$ cat config.mk
export PLATFORM = sky130hd
export DESIGN_NAME = unlock_seq_detect
export DESIGN_NICKNAME = d
export VERILOG_FILES = /design/src/rtl/unlock_key_pkg.sv /design/src/rtl/io_port_decode.sv /design/src/rtl/key_seq_tracker.sv /design/src/rtl/unlock_seq_detect.sv
export SDC_FILE = /design/constraint.sdc
export NUM_CORES = 1
export LEC_CHECK = 0
export ABC_AREA = 1
export BUFFER_PORTS_ARGS = -buffer_cell sky130_fd_sc_hd__clkbuf_2
export CORE_MARGIN = 3
export CORE_UTILIZATION = 50
export CTS_CLUSTER_SIZE = 28
export DETAILED_ROUTE_END_ITERATION = 16
export PLACE_DENSITY = 0.82
export SKIP_LAST_GASP = 1
export SYNTH_ARGS = -nofsm -noshare
export SYNTH_HDL_FRONTEND = slang
export SYNTH_SLANG_ARGS = --single-unit
$ cat constraint.sdc
create_clock -name clk -period 2.1 [get_ports clk]
set_input_delay 0.42 -clock clk [delete_from_list [all_inputs] [get_ports clk]]
set_output_delay 0.42 -clock clk [all_outputs]
set_load 0.03 [all_outputs]
$ cat src/rtl/unlock_key_pkg.sv
package unlock_key_pkg;

    localparam int KEY_BYTES = 17;
    localparam int POS_W     = $clog2(KEY_BYTES + 1);
    localparam int BYTE_W    = 8;

    typedef logic [POS_W-1:0]  pos_t;
    typedef logic [BYTE_W-1:0] byte_t;

    typedef struct packed {
        pos_t pos;
        logic open;
    } tracker_state_t;

    function automatic byte_t key_at(input int idx);
        byte_t b;
        case (idx)
            0:  b = 8'hFF;
            1:  b = 8'h00;
            2:  b = 8'hFF;
            3:  b = 8'h77;
            4:  b = 8'hB3;
            5:  b = 8'h51;
            6:  b = 8'hA8;
            7:  b = 8'hD4;
            8:  b = 8'h62;
            9:  b = 8'h39;
            10: b = 8'h9C;
            11: b = 8'h46;
            12: b = 8'h2B;
            13: b = 8'h15;
            14: b = 8'h8A;
            15: b = 8'hCD;
            16: b = 8'hEE;
            default: b = 8'h00;
        endcase
        return b;
    endfunction

endpackage

$ cat src/rtl/io_port_decode.sv
module io_port_decode #(
    parameter int              ADDR_W    = 16,
    parameter logic [ADDR_W-1:0] PORT_ADDR = 16'hBC00,
    parameter logic [ADDR_W-1:0] PORT_MASK = 16'hFF00
) (
    input  logic              wr,
    input  logic [ADDR_W-1:0] addr,
    output logic              hit
);
    // Only the bits set in PORT_MASK take part in the compare.
    logic [ADDR_W-1:0] masked;

    always_comb begin
        masked = addr & PORT_MASK;
        hit    = wr && (masked == (PORT_ADDR & PORT_MASK));
    end
endmodule

$ cat src/rtl/key_seq_tracker.sv
module key_seq_tracker
    import unlock_key_pkg::*;
(
    input  logic  clk,
    input  logic  rst_n,
    input  logic  port_wr,
    input  byte_t wr_byte,
    output pos_t  pos,
    output logic  open
);
    localparam int SLOTS = 1 << POS_W;

    tracker_state_t st_d, st_q;
    logic [SLOTS-1:0] slot_match;
    logic             byte_ok;
    logic             restart_hit;

    // One comparator per key slot; slots past the key never match.
    for (genvar i = 0; i < SLOTS; i++) begin : g_slot
        if (i < KEY_BYTES) begin : g_key
            assign slot_match[i] = (wr_byte == key_at(i));
        end else begin : g_pad
            assign slot_match[i] = 1'b0;
        end
    end

    always_comb begin
        byte_ok     = slot_match[st_q.pos];
        restart_hit = (wr_byte == key_at(0));
        st_d        = st_q;
        if (port_wr && !st_q.open) begin
            if (byte_ok) begin
                st_d.pos = st_q.pos + pos_t'(1);
                if (int'(st_q.pos) == KEY_BYTES - 1) begin
                    st_d.open = 1'b1;
                end
            end else if (restart_hit) begin
                st_d.pos = pos_t'(1);
            end else begin
                st_d.pos = '0;
            end
        end
    end

    always_ff @(posedge clk) begin
        if (!rst_n) begin
            st_q <= '0;
        end else begin
            st_q <= st_d;
        end
    end

    assign pos  = st_q.pos;
    assign open = st_q.open;

    AST_IDLE_HOLD: assert property (@(posedge clk) disable iff (!rst_n)
        !port_wr |=> $stable(st_q.pos)) else $error("position moved without port write");

    AST_STICKY_OPEN: assert property (@(posedge clk) disable iff (!rst_n)
        st_q.open |=> (st_q.open && int'(st_q.pos) == KEY_BYTES)) else $error("unlock not sticky");

    AST_OPEN_AT_END: assert property (@(posedge clk) disable iff (!rst_n)
        $rose(st_q.open) |-> (int'(st_q.pos) == KEY_BYTES && int'($past(st_q.pos)) == KEY_BYTES - 1))
        else $error("unlock without final key byte");

    AST_LOCKED_RANGE: assert property (@(posedge clk) disable iff (!rst_n)
        !st_q.open |-> int'(st_q.pos) < KEY_BYTES) else $error("position past key while locked");

    AST_STEP_LIMIT: assert property (@(posedge clk) disable iff (!rst_n)
        (port_wr && !st_q.open) |=> (int'(st_q.pos) <= int'($past(st_q.pos)) + 1))
        else $error("position jumped");
endmodule

$ cat src/rtl/unlock_seq_detect.sv
module unlock_seq_detect
    import unlock_key_pkg::*;
#(
    parameter int                ADDR_W    = 16,
    parameter logic [ADDR_W-1:0] PORT_ADDR = 16'hBC00,
    parameter logic [ADDR_W-1:0] PORT_MASK = 16'hFF00
) (
    input  logic              clk,
    input  logic              rst_n,
    input  logic              io_wr,
    input  logic [ADDR_W-1:0] io_addr,
    input  logic [7:0]        io_data,
    output logic              unlocked,
    output logic [POS_W-1:0]  progress
);
    logic port_wr;

    io_port_decode #(
        .ADDR_W   (ADDR_W),
        .PORT_ADDR(PORT_ADDR),
        .PORT_MASK(PORT_MASK)
    ) u_decode (
        .wr  (io_wr),
        .addr(io_addr),
        .hit (port_wr)
    );

    key_seq_tracker u_track (
        .clk    (clk),
        .rst_n  (rst_n),
        .port_wr(port_wr),
        .wr_byte(io_data),
        .pos    (progress),
        .open   (unlocked)
    );

    AST_RESET_CLEAR: assert property (@(posedge clk)
        !rst_n |=> (!unlocked && progress == '0)) else $error("reset did not clear");
endmodule

# [Word-level counts from Yosys, hierarchy flattened]
# Cells that the tools add are included.
[word_totals] register_bits=6 elab_cells=30
[classes] n_addsub=1 reduce_logical=5 magnitude_cmp=1 eq_ne=17 muxes=4
[ops] cell="8-bit == test (second input constant)" n=9
[ops] cell="8-bit by 7-bit == test with 1-bit output (second input constant)" n=4
[ops] cell="8-bit by 6-bit == test with 1-bit output (second input constant)" n=2
[ops] cell="8-bit by 5-bit == test with 1-bit output (second input constant)" n=1
[ops] cell="8-bit zero test" n=1
[ops] cell="5-bit by 6-bit < comparator with 1-bit output (second input constant)" n=1
[ops] cell="5-bit by 1-bit adder with 5-bit output (second input constant)" n=1
[ops] cell="1-bit binary-select mux with 5-bit select" n=1
[ops] cell="5-bit == test (second input constant)" n=1
[ops] cell="5-bit two-way mux" n=1
[ops] cell="3-bit AND reduction" n=1
[ops] cell="1-bit logical AND" n=2
[ops] cell="1-bit two-way mux" n=2
[ops] cell="1-bit zero test" n=1

# [Logic depth before layout (Yosys ltp)]
[logic_depth] ltp_word=4 ltp_mapped=13 ltp_nobuf=13

# [By module]
# Synthesis repeated with hierarchy kept, for this count alone.
[unflattened] hier_cells=148 area_unflattened_um2=767.0
[modules_own_cells] module="key_seq_tracker" instances=1 area_each_um2=732.0 cells_each=140
[modules_own_cells] module="io_port_decode" instances=1 area_each_um2=35.0 cells_each=8

# [Least setup slack after synthesis]
# Ideal clock, no wire load.
[synth_timing] path_type="register to register" from="register u_track.st_q (netlist bit u_track.pos[0])" to="register u_track.st_q (netlist bit u_track.pos[0])" t_arrival_ps=1571 stages_incl_launch_ff=13 setup_slack_ps=419 synth_period_minus_slack_ps=1681 path_buffers=0 required_time_ps=1990 cell_sequence="dfxtp_1 > inv_4 > nor2_4 > nand2_1 > nand2_1 > nand2_1 > nand2_1 > nand2_1 > nand2_1 > nand3_2 > or2_0 > nand3_1 > inv_1"
[synth_via] elab_chain_len=3 word_cells_on_any_way=4 classes_between="1 x add/sub; 3 x mux"
[synth_rtl] element="from (decl)" line="key_seq_tracker.sv:13" rtl="tracker_state_t st_d, st_q;"
[synth_rtl] element="from (signal assigned)" line="key_seq_tracker.sv:49" rtl="st_q <= st_d;"
[synth_rtl] element="1-bit binary-select mux with 5-bit select" line="key_seq_tracker.sv:28" rtl="byte_ok = slot_match[st_q.pos];"
[synth_rtl] element="1-bit two-way mux (implied by the code)" line="key_seq_tracker.sv:28"
[synth_rtl] element="5-bit two-way mux (*)" line="key_seq_tracker.sv:32" rtl="if (byte_ok) begin"
# Mark *: on every way between the ends. The rest lies on a longest branch, timed or not. The select of a mux whose other input is x is not followed.
# A chain may end at the register's enable or synchronous reset.

# [Final worst setup path]
# Same ends and word-level chain as after synthesis.

==> flow_metrics.tcl <==
set metrics [dict create \
    route.vias.total 1001 \
    post_cts_hold_buffer_count 0 \
    finalHoldViolations 0 \
    final_critical_path_setup_slack_ns 0.374 \
    final-setup-viol-count 0 \
    worst_setup_path_start_kind "flip-flop" \
    cts_max_level 1 \
    cp_slowest_cell "sky130_fd_sc_hd__dfxtp_1" \
    critPathKind "reg2reg" \
    post-synth-top-area-cell "sky130_fd_sc_hd__nand2_1" \
    drt-wirelength-per-cell_um 11.0 \
    run_status "complete, no violations" \
    remaining_antenna_violation_count_after_routing 0 \
    cp-end-kind "flip-flop" \
    post_cts_resized 0 \
    timing_worst_slew_pin_value_ns 0.409 \
    die-width_um 44.7 \
    yosysMostFrequentCell "sky130_fd_sc_hd__nand2_1" \
    globalRoute.totalOverflow 0 \
    post_route_cells_drive_above_1_share_pct 19.9 \
    worstPathRequired_ns 2.25 \
    synth.top_cells.by_area "sky130_fd_sc_hd__nand2_1 (21%), sky130_fd_sc_hd__dfxtp_1 (16%), sky130_fd_sc_hd__inv_1 (13%), sky130_fd_sc_hd__nor2_1 (12%), sky130_fd_sc_hd__nand3_1 (10%)" \
    max-clock-path-buffers 2 \
    dp.final_hpwl_um 1620 \
    die_area_sq_mm 0.00200 \
    slew-limit-headroom_pct 72.7 \
    clock_skew_ns 0.00116 \
    timing_max_transition_violations_final 0 \
    number_of_global_route_vias_before_repair 784 \
    sequential_to_total_area_share_from_yosys_stat_pct 16.0 \
    design.portCount 33 \
    avgViaCountPerCell 5.38 \
    syn_avg_cell_area_sq_um 5.24 \
    totalPowerFinal_mw 0.287 \
    antenna_found_initial 0 \
    timing.critical_path.cells "inv_4, nor2_4, nand2_1, nand2_1, nand2_1, nand2_1, nand2_1, nand2_1, nand3_2, or2_0, nand3_1, inv_1" \
    detailedRoute.firstPassIterationCount 6 \
    number_of_drc_violations_after_detailed_routing 0 \
    source_to_sink_clock_delay_at_the_later_pin_of_the_worst_skew_pair_ns 0.25 \
    grt_pass1_wl_um 3160 \
    antenna_cells_inserted 0 \
    multi_input_comb_area_sq_um 526 \
    power_density_mw_per_mm2 313 \
    postSynthNetCount 172 \
    port_buffers 24 \
    crit_path_max_fanout 9 \
    clkSlewWorstSetupHoldPaths_ns 0.05 \
    clock_sinks 6 \
    synth_common_cells "sky130_fd_sc_hd__nand2_1 (42), sky130_fd_sc_hd__inv_1 (26), sky130_fd_sc_hd__nor2_1 (24)" \
    clock.fmax_mhz 579 \
    post_cts_buffers 0 \
    wl_um 2050 \
    grt_max_degree 10 \
    leakagePower_nw 0.505 \
    drv_cap 0 \
    slowest_delay_ns 0.56 \
    rsz0062_at_grt "false" \
    post-place-ws_ns 0.336 \
    layout_area_growth_over_synthesis_pct 22.5 \
    worstPathBufferInverterCount 2 \
    nNetsFinal 202 \
    first_iter_violations 58 \
    synth_flop_cell "sky130_fd_sc_hd__dfxtp_1" \
    die-height_um 44.7 \
    worst_path_dominant_cell_family "simple AND/OR/NAND/NOR gates" \
    start_util_pct 55.5 \
    critical-path-top-cell-by-count "sky130_fd_sc_hd__nand2_1" \
    core_area_sq_mm 0.00135 \
    tritoncts "yes" \
    sequential_cell_area_in_the_final_layout_sq_um 120 \
    syn-instance-count 143 \
    synthesis.yosys.warnings 0 \
    synth.top_cell.area_share_pct 21.0 \
    cts_buffers 3 \
    root_buffer "sky130_fd_sc_hd__clkbuf_4" \
    synth_cell_types 20 \
    period_share_pct 82.2 \
    synthArstFlopShare_pct 0 \
    tns_ns 0 \
    row_count 13 \
    peakVddDrop_mv 0.265 \
    synth.ff_latch_count 6 \
    synth-edff-count 0 \
    final.min_clock_period_ns 1.73 \
    timing.critical_path.arrival_ns 1.88 \
    layout.core_utilization_pct 68.0 \
    fillers 134 \
    timing.reg2reg.setup_slack_ns 0.37 \
    min_path_type "in2reg" \
    mappedNetlistArea_sq_um 749 \
    grt_util_all_layers_pct 21.2 \
    gp_routability_congestion 0.928 \
]
metrics by stage:
step	hold slack, ns	instance area, sq um	instances
2_1_floorplan	0.561	749	143
3_3_place_gp	0.468	896	183
3_5_place_dp	0.477	896	183
4_1_cts	0.448	918	186
5_1_grt	0.453	918	186
6_report	0.446	918	186
worst paths after layout:
path                                      from              to  cells past startpoint
worst max-delay path            u_track.pos[0]  u_track.pos[0]                     12
worst min register to register    u_track.open    u_track.open                      2
worst min-delay path                     rst_n  u_track.pos[3]                      3
worst max register to register  u_track.pos[0]  u_track.pos[0]                     12
cell usage in the layout (no fill, tap or decap):
| master | count |
|---|---|
| sky130_fd_sc_hd__nand2_1 | 42 |
| sky130_fd_sc_hd__inv_1 | 26 |
| sky130_fd_sc_hd__nor2_1 | 24 |
| sky130_fd_sc_hd__clkbuf_2 | 24 |
| sky130_fd_sc_hd__nand3_1 | 15 |
| sky130_fd_sc_hd__a21oi_1 | 7 |
| sky130_fd_sc_hd__nand4_1 | 6 |
| sky130_fd_sc_hd__dfxtp_1 | 6 |
| sky130_fd_sc_hd__clkbuf_4 | 3 |
| sky130_fd_sc_hd__nor2_4 | 2 |
| sky130_fd_sc_hd__nor3b_1 | 2 |
| sky130_fd_sc_hd__o21ai_0 | 2 |
| sky130_fd_sc_hd__ha_1 | 2 |
| sky130_fd_sc_hd__inv_4 | 1 |
| sky130_fd_sc_hd__a21oi_2 | 1 |
| sky130_fd_sc_hd__nand3b_1 | 1 |
| sky130_fd_sc_hd__nand2_2 | 1 |
| sky130_fd_sc_hd__nand3_2 | 1 |
| sky130_fd_sc_hd__nor3_1 | 1 |
| sky130_fd_sc_hd__or2_0 | 1 |
| sky130_fd_sc_hd__o211ai_1 | 1 |
| sky130_fd_sc_hd__and2_1 | 1 |
| sky130_fd_sc_hd__buf_4 | 1 |
area by class of cell:
type                            instances  area share, %
Clock buffer                            3           2.45
Inverter                               27           11.3
Multi-Input combinational cell        110           57.2
Sequential cell                         6           13.1
Tap cell                               15           2.04
Timing Repair Buffer                   25           13.9
worst register-to-register path, cell delays in order, from the launching register on:
cell	delay (ns)
sky130_fd_sc_hd__dfxtp_1	0.56
sky130_fd_sc_hd__inv_4	0.12
sky130_fd_sc_hd__nor2_4	0.14
sky130_fd_sc_hd__nand2_1	0.07
sky130_fd_sc_hd__nand2_1	0.06
sky130_fd_sc_hd__nand2_1	0.05
sky130_fd_sc_hd__nand2_1	0.05
sky130_fd_sc_hd__nand2_1	0.04
sky130_fd_sc_hd__nand2_1	0.08
sky130_fd_sc_hd__nand3_2	0.09
sky130_fd_sc_hd__or2_0	0.22
sky130_fd_sc_hd__nand3_1	0.09
sky130_fd_sc_hd__inv_1	0.04
per-layer routing:
metal | wire (um) | global-route usage [%]
met5 | 0 | 0
met4 | 6 | 6.02
met3 | 273 | 7.17
met2 | 875 | 31.8
met1 | 896 | 28.6
cell families (layout without fill, tap and decap cells):
group	count (synthesis)	count (layout)	share of synthesized area, %
fa+ha+maj	2	2	3.34
flops	6	6	16.0
buf+inv	27	55	13.9
compound gates	11	11	8.18
simple gates	97	97	58.6
flip-flops by register name, summed over array words and instances, names as in the netlist:
name	count
u_track.pos	5
u_track.open	1
report_power, final:
group	total, mW	internal, mW	switching [mW]
Sequential	0.114	0.114	0.000145
Clock	0.115	0.0652	0.0496
Combinational	0.0583	0.0222	0.0361
No activity file was read; power rests on OpenSTA's default activity.
